$ cat config.mk
export PLATFORM = sky130hd
export DESIGN_NAME = adc_scan_seq
export DESIGN_NICKNAME = d
export VERILOG_FILES = /design/src/rtl/adc_seq_pkg.sv /design/src/rtl/adc_trig_arb.sv /design/src/rtl/adc_phase_timer.sv /design/src/rtl/adc_end_flag.sv /design/src/rtl/adc_scan_seq.sv
export SDC_FILE = /design/constraint.sdc
export NUM_CORES = 1
export LEC_CHECK = 0
export BUFFER_PORTS_ARGS = -buffer_cell sky130_fd_sc_hd__buf_2
export CORE_MARGIN = 2
export CORE_UTILIZATION = 52
export DETAILED_ROUTE_END_ITERATION = 10
export GPL_ROUTABILITY_DRIVEN = 1
export HOLD_SLACK_MARGIN = 0.06
export PLACE_DENSITY = 0.83
export SLEW_MARGIN = 0
export SYNTH_ARGS = -nofsm -noshare
export SYNTH_HDL_FRONTEND = slang
export SYNTH_SLANG_ARGS = --single-unit
$ cat constraint.sdc
create_clock -name clk_i -period 3.53 [get_ports clk_i]
set_input_delay 0.353 -clock clk_i [delete_from_list [all_inputs] [get_ports clk_i]]
set_output_delay 0.353 -clock clk_i [all_outputs]
set_load 0.02 [all_outputs]
$ cat src/rtl/adc_seq_pkg.sv
package adc_seq_pkg;

  typedef enum logic [2:0] {
    PH_IDLE = 3'd0,
    PH_DLY  = 3'd1,
    PH_DSH  = 3'd2,
    PH_OFC  = 3'd3,
    PH_CSH  = 3'd4,
    PH_CNV  = 3'd5,
    PH_END  = 3'd6
  } phase_e;

  localparam int unsigned NUM_PH = 7;

  function automatic int unsigned max2(input int unsigned a, input int unsigned b);
    return (a > b) ? a : b;
  endfunction

endpackage

$ cat src/rtl/adc_trig_arb.sv
module adc_trig_arb #(
  parameter int unsigned CH_W = 2
) (
  input  logic            clk_i,
  input  logic            rst_ni,
  input  logic            idle_i,
  input  logic            tmr_trig_i,
  input  logic            ext_trig_i,
  input  logic            sh_en_i,
  input  logic            ofc_byp_i,
  input  logic [CH_W-1:0] chan_cnt_i,
  output logic            accept_o,
  output logic            ext_sel_o,
  output logic            sh_q_o,
  output logic            byp_q_o,
  output logic [CH_W-1:0] last_ch_q_o
);

  // timer trigger has priority over the external pin
  assign accept_o  = idle_i && (tmr_trig_i || ext_trig_i);
  assign ext_sel_o = !tmr_trig_i;

  always_ff @(posedge clk_i or negedge rst_ni) begin
    if (!rst_ni) begin
      sh_q_o      <= 1'b0;
      byp_q_o     <= 1'b0;
      last_ch_q_o <= '0;
    end else if (accept_o) begin
      sh_q_o      <= sh_en_i;
      byp_q_o     <= ofc_byp_i;
      last_ch_q_o <= chan_cnt_i;
    end
  end

endmodule

$ cat src/rtl/adc_phase_timer.sv
module adc_phase_timer #(
  parameter int unsigned CNT_W = 6
) (
  input  logic             clk_i,
  input  logic             rst_ni,
  input  logic             load_i,
  input  logic [CNT_W-1:0] len_m1_i,
  output logic             last_o
);

  logic [CNT_W-1:0] cnt_q;

  always_ff @(posedge clk_i or negedge rst_ni) begin
    if (!rst_ni)          cnt_q <= '0;
    else if (load_i)      cnt_q <= len_m1_i;
    else if (cnt_q != '0) cnt_q <= cnt_q - 1'b1;
  end

  assign last_o = (cnt_q == '0);

endmodule

$ cat src/rtl/adc_end_flag.sv
module adc_end_flag (
  input  logic clk_i,
  input  logic rst_ni,
  input  logic set_i,
  input  logic clr_i,
  output logic flag_o
);

  always_ff @(posedge clk_i or negedge rst_ni) begin
    if (!rst_ni)     flag_o <= 1'b0;
    else if (set_i)  flag_o <= 1'b1;  // set wins over clear
    else if (clr_i)  flag_o <= 1'b0;
  end

endmodule

$ cat src/rtl/adc_scan_seq.sv
module adc_scan_seq
  import adc_seq_pkg::*;
#(
  parameter int unsigned DLY_TMR = 11,
  parameter int unsigned DLY_EXT = 15,
  parameter int unsigned DSH_LEN = 30,
  parameter int unsigned OFC_LEN = 50,
  parameter int unsigned CSH_LEN = 20,
  parameter int unsigned CNV_LEN = 30,
  parameter int unsigned END_LEN = 4,
  parameter int unsigned MAX_CH  = 4,
  parameter int unsigned DATA_W  = 12,
  localparam int unsigned CH_W   = (MAX_CH > 1) ? $clog2(MAX_CH) : 1
) (
  input  logic              clk_i,
  input  logic              rst_ni,
  input  logic              tmr_trig_i,
  input  logic              ext_trig_i,
  input  logic              sh_en_i,
  input  logic              ofc_byp_i,
  input  logic [CH_W-1:0]   chan_cnt_i,
  input  logic [DATA_W-1:0] conv_data_i,
  input  logic              end_clr_i,
  output logic              busy_o,
  output logic              end_flag_o,
  output logic [6:0]        phase_o,
  output logic [CH_W-1:0]   chan_o,
  output logic              wr_stb_o,
  output logic [DATA_W-1:0] wr_data_o
);

  localparam int unsigned MAX_LEN = max2(max2(max2(DLY_TMR, DLY_EXT), max2(DSH_LEN, OFC_LEN)),
                                         max2(max2(CSH_LEN, CNV_LEN), END_LEN));
  localparam int unsigned CNT_W   = $clog2(MAX_LEN + 1);

  localparam logic [CNT_W-1:0] L_TMR = CNT_W'(DLY_TMR - 1);
  localparam logic [CNT_W-1:0] L_EXT = CNT_W'(DLY_EXT - 1);
  localparam logic [CNT_W-1:0] L_DSH = CNT_W'(DSH_LEN - 1);
  localparam logic [CNT_W-1:0] L_OFC = CNT_W'(OFC_LEN - 1);
  localparam logic [CNT_W-1:0] L_CSH = CNT_W'(CSH_LEN - 1);
  localparam logic [CNT_W-1:0] L_CNV = CNT_W'(CNV_LEN - 1);
  localparam logic [CNT_W-1:0] L_END = CNT_W'(END_LEN - 1);

  phase_e           state_q, state_d;
  logic             accept, ext_sel, sh_q, byp_q;
  logic [CH_W-1:0]  last_ch_q, ch_q;
  logic             tmr_load, tmr_last;
  logic [CNT_W-1:0] tmr_len;
  logic             ch_inc, ch_clr, flag_set;

  adc_trig_arb #(.CH_W(CH_W)) u_arb (
    .clk_i       (clk_i),
    .rst_ni      (rst_ni),
    .idle_i      (state_q == PH_IDLE),
    .tmr_trig_i  (tmr_trig_i),
    .ext_trig_i  (ext_trig_i),
    .sh_en_i     (sh_en_i),
    .ofc_byp_i   (ofc_byp_i),
    .chan_cnt_i  (chan_cnt_i),
    .accept_o    (accept),
    .ext_sel_o   (ext_sel),
    .sh_q_o      (sh_q),
    .byp_q_o     (byp_q),
    .last_ch_q_o (last_ch_q)
  );

  adc_phase_timer #(.CNT_W(CNT_W)) u_tmr (
    .clk_i    (clk_i),
    .rst_ni   (rst_ni),
    .load_i   (tmr_load),
    .len_m1_i (tmr_len),
    .last_o   (tmr_last)
  );

  adc_end_flag u_flag (
    .clk_i  (clk_i),
    .rst_ni (rst_ni),
    .set_i  (flag_set),
    .clr_i  (end_clr_i),
    .flag_o (end_flag_o)
  );

  always_comb begin
    state_d  = state_q;
    tmr_load = 1'b0;
    tmr_len  = '0;
    ch_inc   = 1'b0;
    ch_clr   = 1'b0;
    flag_set = 1'b0;
    unique case (state_q)
      PH_IDLE: if (accept) begin
        state_d  = PH_DLY;
        tmr_load = 1'b1;
        tmr_len  = ext_sel ? L_EXT : L_TMR;
        ch_clr   = 1'b1;
      end
      PH_DLY: if (tmr_last) begin
        tmr_load = 1'b1;
        if (sh_q) begin
          state_d = PH_DSH;
          tmr_len = L_DSH;
        end else if (!byp_q) begin
          state_d = PH_OFC;
          tmr_len = L_OFC;
        end else begin
          state_d = PH_CSH;
          tmr_len = L_CSH;
        end
      end
      PH_DSH: if (tmr_last) begin
        tmr_load = 1'b1;
        if (!byp_q) begin
          state_d = PH_OFC;
          tmr_len = L_OFC;
        end else begin
          state_d = PH_CSH;
          tmr_len = L_CSH;
        end
      end
      PH_OFC: if (tmr_last) begin
        tmr_load = 1'b1;
        state_d  = PH_CSH;
        tmr_len  = L_CSH;
      end
      PH_CSH: if (tmr_last) begin
        tmr_load = 1'b1;
        state_d  = PH_CNV;
        tmr_len  = L_CNV;
      end
      PH_CNV: if (tmr_last) begin
        tmr_load = 1'b1;
        if (ch_q == last_ch_q) begin
          state_d = PH_END;
          tmr_len = L_END;
        end else begin
          state_d = PH_CSH;
          tmr_len = L_CSH;
          ch_inc  = 1'b1;
        end
      end
      PH_END: if (tmr_last) begin
        state_d  = PH_IDLE;
        flag_set = 1'b1;
        ch_clr   = 1'b1;
      end
      default: state_d = PH_IDLE;
    endcase
  end

  always_ff @(posedge clk_i or negedge rst_ni) begin
    if (!rst_ni) begin
      state_q <= PH_IDLE;
      ch_q    <= '0;
    end else begin
      state_q <= state_d;
      if (ch_clr)      ch_q <= '0;
      else if (ch_inc) ch_q <= ch_q + 1'b1;
    end
  end

  for (genvar g = 0; g < NUM_PH; g++) begin : g_ph
    assign phase_o[g] = (state_q == phase_e'(g));
  end

  assign busy_o    = (state_q != PH_IDLE);
  assign chan_o    = ch_q;
  assign wr_stb_o  = (state_q == PH_CNV) && tmr_last;
  assign wr_data_o = conv_data_i;

endmodule

==> summary.txt, run 1 <==
Final setup viols = 0
Worst path slowest cell = dfrtp_1
antenna-violating nets left = 0
TritonCTS clock tree = done
root buf cell = clkbuf_4
Die Ht = 50.92 um
Total GRT Usage = 0.2046
Worst-Skew Late Latency = 300 ps
final worst slack = 1210 ps
flops & latches, synth = 16
TritonCTS Buffers = 3
initial antenna violation count = 0
final hold violation count = 0
Max FO, Critical Path = 10
vias after detailed routing = 933
Worst Path Required = 3180 ps
Post-Route WL = 2419 um
static leakage = 0.5400 nW
post-place setup slack = 1583 ps
power per cell area = 766.4 nW/um^2
most common cell in the synthesized netlist = dfrtp_1
ys async rst share = 1.000
Tcrit/Tclk final = 0.6573
first-pass GRT wire length = 4043 um
CP Cell Sequence = inv_1 > ha_1 > nor3b_4 > nand2_1 > nor2_1 > buf_2
CP arrival = 1970 ps
number of synthesized flops with an enable pin = 0
min cycle time layout = 2320 ps
vias in the first global route = 919
max frequency = 431.0 MHz
P&R area growth vs syn = 3.169%
final clock skew = 1.582 ps
Worst-path clk slew = 100 ps
final core occ = 0.5842
H-tree level count = 1
share of cells above drive strength 1 = 0.2769
First-pass DRT Iterations = 4
gr ovfl total = 0
hpwl dp = 1751 um
ys flop type = dfrtp_1
core area = 2022 um^2
# DRC = 0
Setup crit start kind = register
Pins Over Slew Limit = 0
status = complete, no violations
crit-path max cell delay = 420 ps
die area = 2593 um^2
# diodes = 0
Worst-Margin Slew = 640.3 ps
Crit Path Class = register to output pin
Fin Setup TNS = 0 ps
GPL Wtd Cong = 0.8290
yosys warns = 0
VDD IR-drop max = 0.4334 mV
post-cts sizing count = 0
Post-synth top cells = dfrtp_1, buf_4, inv_1, nor2_1, o21ai_0
Die W = 50.92 um
Ports = 45
Cells after Synth = 125
Rows = 16
Fillers = 185
RSZ-0062 raised after global routing = no
max-cap violation count = 0
drt initial violations = 22
deepest clock path buffer count = 2
Post-Syn Area = 1145 um^2
WL/cell = 15.41 um
Starting Density = 0.5662
Synth area leaders = dfrtp_1, buf_4, mux2_2
largest net degree at the start of global routing = 20
number of distinct library cells after synthesis = 45
cell taking the most area after synthesis = dfrtp_1
Hold Crit Class = primary input to register
Mean Syn Cell Area = 9.159 um^2
fin nets = 153
Worst Setup End Kind = output pin
relative slew slack = 0.5731
Post-Syn Nets = 147
clk sinks = 16
Synth top area share = 0.3497
Seq/Total Area, Yosys = 0.3497
vias per cell = 5.943
IO buf count = 20
[worst paths after layout]
kind	from	to	slack [ps]	cells after the start
setup / recovery	u_tmr.cnt_q[0]	wr_stb_o	1210	6
hold / removal	end_clr_i	u_flag.flag_o	240	2
setup reg to reg	u_tmr.cnt_q[0]	chan_o[0]	1600	6
hold reg to reg	u_flag.flag_o	u_flag.flag_o	530	2
max in group asynchronous	rst_ni	u_tmr.cnt_q[4]	2770	2
min in group asynchronous	rst_ni	u_tmr.cnt_q[0]	500	2
[report_power, final]
part	leakage [nW]	internal, W	switching [W]
Clock	0.0210	0.0000630	0.0000623
Sequential	0.196	0.000256	0.000108
Combinational	0.323	0.000184	0.000232
[through the flow]
step	cells	hold WS (ps)	area [um^2]	power, W
after CTS	157	239.0	1181	0.0008987
after global placement	152	280.2	1135	0.0007501
final	157	235.3	1181	0.0009052
after global routing	157	243.1	1181	0.0009630
after floorplan	125	57.41	1145	0.0007057
after detailed placement	152	288.0	1135	0.0007744
[repair_timing]
action                    4_1_cts  5_1_grt
hold endpoints to repair       16        0
hold buffers                    1        0
buffers inserted                0        0
[metal layers]
layer | track usage | routed length (um)
met5 | 0 | 0
met1 | 0.2566 | 1028
met2 | 0.3398 | 1183
met3 | 0.02924 | 158
met4 | 0.1081 | 48
[registers in the layout, summed over array words and instances, names as in the netlist]
name	flops
u_arb.last_ch_q_o	2
state_q	3
u_tmr.cnt_q	6
u_arb.byp_q_o	1
u_flag.flag_o	1
u_arb.sh_q_o	1
chan_o	2
[cell families (layout without fill, tap and decap cells)]
group | Yosys count | count (layout) | synth area share
simple gates | 34 | 34 | 0.1683
flops | 16 | 16 | 0.3497
mux | 5 | 5 | 0.04808
xor+xnor | 6 | 6 | 0.04590
buf+inv | 30 | 35 | 0.1585
compound gates | 33 | 33 | 0.2186
fa+ha+maj | 1 | 1 | 0.01093
[critical path: cells and delay by family (launching register included)]
kind,cells,cell delay (ps)
fa+ha+maj,1,190
buf+inv,2,260
flops,1,420
simple gates,3,800
[layout by cell type, fill, tap and decap left out, types with 2 or more instances in the layout]
cell / synthesis / layout
mux2_2: 4 / 4
o211ai_1: 3 / 3
o22ai_1: 4 / 4
nand3_1: 2 / 2
nor2_1: 9 / 9
nand2b_1: 2 / 2
nand2_1: 5 / 5
xnor2_1: 5 / 5
a21oi_1: 5 / 5
buf_2: 4 / 20
dfrtp_1: 16 / 16
clkbuf_4: 0 / 3
nor3_1: 5 / 5
inv_1: 9 / 9
o21ai_0: 7 / 7
a31oi_1: 2 / 2
[final cells by class]
| cell class | count | area [um^2] | area share |
|---|---|---|---|
| multi-input combinational | 79 | 563.0 | 0.4767 |
| timing repair buffer | 21 | 110.1 | 0.09322 |
| inverter | 10 | 37.54 | 0.03178 |
| clock buffer | 4 | 36.28 | 0.03072 |
| sequential | 16 | 400.4 | 0.3390 |
| tap | 27 | 33.78 | 0.02860 |
Note: power is estimated with default switching activity, not from simulation.
==> run 2, diff against run 1 <==
Settings changed: CORE_UTILIZATION 52 to 48, PLACE_DENSITY 0.83 to 0.77.
Clock period 3.53 ns to 2.15 ns, I/O delays scaled along.
==> run 2 against run 1 <==
Critical path depth unchanged. Sequential power increased by 46%. Routed wire length is 1.7% lower. Worst setup slack got worse by 1100 ps. First-iteration DRC count fell by 32%. Register-to-register slack worse by 1400 ps. Clock skew is 7.5 ps higher. Clock-buffer cell count shrank 1. Design area rose by 1.7%. Utilization shrank 4.6 points. Hold slack worse by 120 ps. Cell count grew 2.5%. Highest routed layer unchanged.
==> summary.txt, run 2 (same netlist as run 1, synthesis figures left out) <==
static leakage = 0.5535 nW (was 0.5400 nW)
Largest Register = u_tmr.cnt_q (unchanged)
Worst-path clk slew = 90 ps (was 100 ps)
vias in the first global route = 859 (was 919)
Worst Path Required = 1930 ps (was 3180 ps)
hpwl dp = 1740 um (was 1751 um)
Max FO, Critical Path = 10 (unchanged)
IO buf count = 20 (unchanged)
# diodes = 0 (unchanged)
power per cell area = 1220 nW/um^2 (was 766.4 nW/um^2)
root buf cell = clkbuf_4 (unchanged)
VDD IR-drop max = 0.7359 mV (was 0.4334 mV)
worst hold margin = 110.6 ps (was 235.3 ps)
GPL Wtd Cong = 0.9027 (was 0.8290)
clk sinks = 16 (unchanged)
largest net degree at the start of global routing = 19 (was 20)
final hold violation count = 0 (unchanged)
max frequency = 494.2 MHz
Tcrit/Tclk final = 0.9412
Fillers = 218 (was 185)
Worst-Margin Slew = 648.3 ps (was 640.3 ps)
initial antenna violation count = 0 (unchanged)
status = complete, no violations (unchanged)
max reg flops = 6 (unchanged)
RSZ-0062 raised after global routing = no (unchanged)
deepest clock path buffer count = 2 (unchanged)
vias per cell = 5.658 (was 5.943)
hold depth = 2 (unchanged)
Worst Setup End Kind = output pin (unchanged)
H-tree level count = 1 (unchanged)
TritonCTS Buffers = 3 (unchanged)
Fin Setup TNS = 0 ps (unchanged)
Pins Over Slew Limit = 0 (unchanged)
Hold Crit Class = primary input to register (unchanged)
Starting Density = 0.5126 (was 0.5662)
antenna-violating nets left = 0 (unchanged)
drt initial violations = 15 (was 22)
Setup crit start kind = register (unchanged)
die area = 2792 um^2 (was 2593 um^2)
Die Ht = 52.84 um (was 50.92 um)
fin nets = 157 (was 153)
Total GRT Usage = 0.1960 (was 0.2046)
core area = 2233 um^2 (was 2022 um^2)
Worst-Skew Late Latency = 290 ps (was 300 ps)
worst r2r path cells = 6 (unchanged)
Die W = 52.84 um (was 50.92 um)
hold_sp = end_clr_i (unchanged)
Setup crit start = u_tmr.cnt_q[0] (unchanged)
first-pass GRT wire length = 3939 um (was 4043 um)
vias after detailed routing = 911 (was 933)
max-cap violation count = 0 (unchanged)
most common cell after layout, fill and taps aside = buf_2 (unchanged)
CP arrival = 1810 ps (was 1970 ps)
min cycle time layout = 2023 ps
Ports = 45 (unchanged)
Post-Route WL = 2378 um (was 2419 um)
TritonCTS clock tree = done (unchanged)
share of cells above drive strength 1 = 0.3008 (was 0.2769)
WL/cell = 14.77 um (was 15.41 um)
First-pass DRT Iterations = 5 (was 4)
# DRC = 0 (unchanged)
most frequent cells in the layout = buf_2, dfrtp_1, inv_1, nor2_1, o21ai_0 (unchanged)
Final setup viols = 0 (unchanged)
R2R Path Start = u_tmr.cnt_q[0] (unchanged)
relative slew slack = 0.5677 (was 0.5731)
final clock skew = 9.104 ps (was 1.582 ps)
P&R area growth vs syn = 4.918% (was 3.169%)
top flop regs = u_tmr.cnt_q: 6 flops, state_q: 3 flops (unchanged)
gr ovfl total = 0 (unchanged)
Rows = 17 (was 16)
Crit Path Class = register to output pin (unchanged)
[run 2: cell count changes in the layout (fill, tap and decap cells not counted), sizes merged]
cell / change
buf: +4
clkbuf: -1
[run 2: layout make-up]
class                           instances  area (um^2)  share of cell area
Multi-Input combinational cell         79        565.5              0.4708
Timing Repair Buffer                   25        140.1              0.1167
Inverter                               10        37.54             0.03125
Clock buffer                            3        22.52             0.01875
Sequential cell                        16        400.4              0.3333
Tap cell                               28        35.03             0.02917
[run 2: routing by layer]
metal	wire, um	GRT usage
met1	1050	0.2819
met2	1102	0.2771
met3	164	0.03714
met4	60	0.09829
met5	0	0
[run 2: worst max-delay path, stage by stage, from the launching register on]
cell	delay (ps)
dfrtp_1	410
inv_1	70
ha_1	180
nor3b_4	340
nand2_2	220
nor2_1	120
buf_2	170
[run 2: power by group]
| group | switching [W] | leakage (nW) | internal, W | total [W] |
|---|---|---|---|---|
| logic | 0.000449 | 0.344 | 0.000329 | 0.000777 |
| registers | 0.000110 | 0.196 | 0.000422 | 0.000531 |
| clock network | 0.0000914 | 0.0138 | 0.0000652 | 0.000157 |
| total | 0.000650 | 0.554 | 0.000816 | 0.00147 |
[run 2: worst paths after layout]
| check | end | slack, ps |
|---|---|---|
| worst min register to register | u_tmr.cnt_q[0] | 520 |
| min in group asynchronous | u_tmr.cnt_q[3] | 350 |
| max in group asynchronous | u_flag.flag_o | 1520 |
| worst max-delay path | wr_stb_o | 130 |
| worst min-delay path | u_flag.flag_o | 110 |
| worst max register to register | chan_o[0] | 250 |
[run 2: per-stage QoR]
step	setup slack, ps	std cells	util	power (W)	area, um^2
after detailed placement	291.0	156	0.5188	0.001297	1159
final	126.5	161	0.5378	0.001465	1201
after CTS	19.46	160	0.5333	0.001462	1191
after global routing	1.428	161	0.5378	0.001596	1201
after global placement	393.6	156	0.5188	0.001266	1159
after floorplan	469.3	125	-	0.001159	1145
[run 2: repair_timing]
item	CTS	global route
hold endpoints to repair	16	0
setup buffers	0	1
gates resized for setup	0	1
hold buffers	1	0
endpoints found under the setup margin	0	1
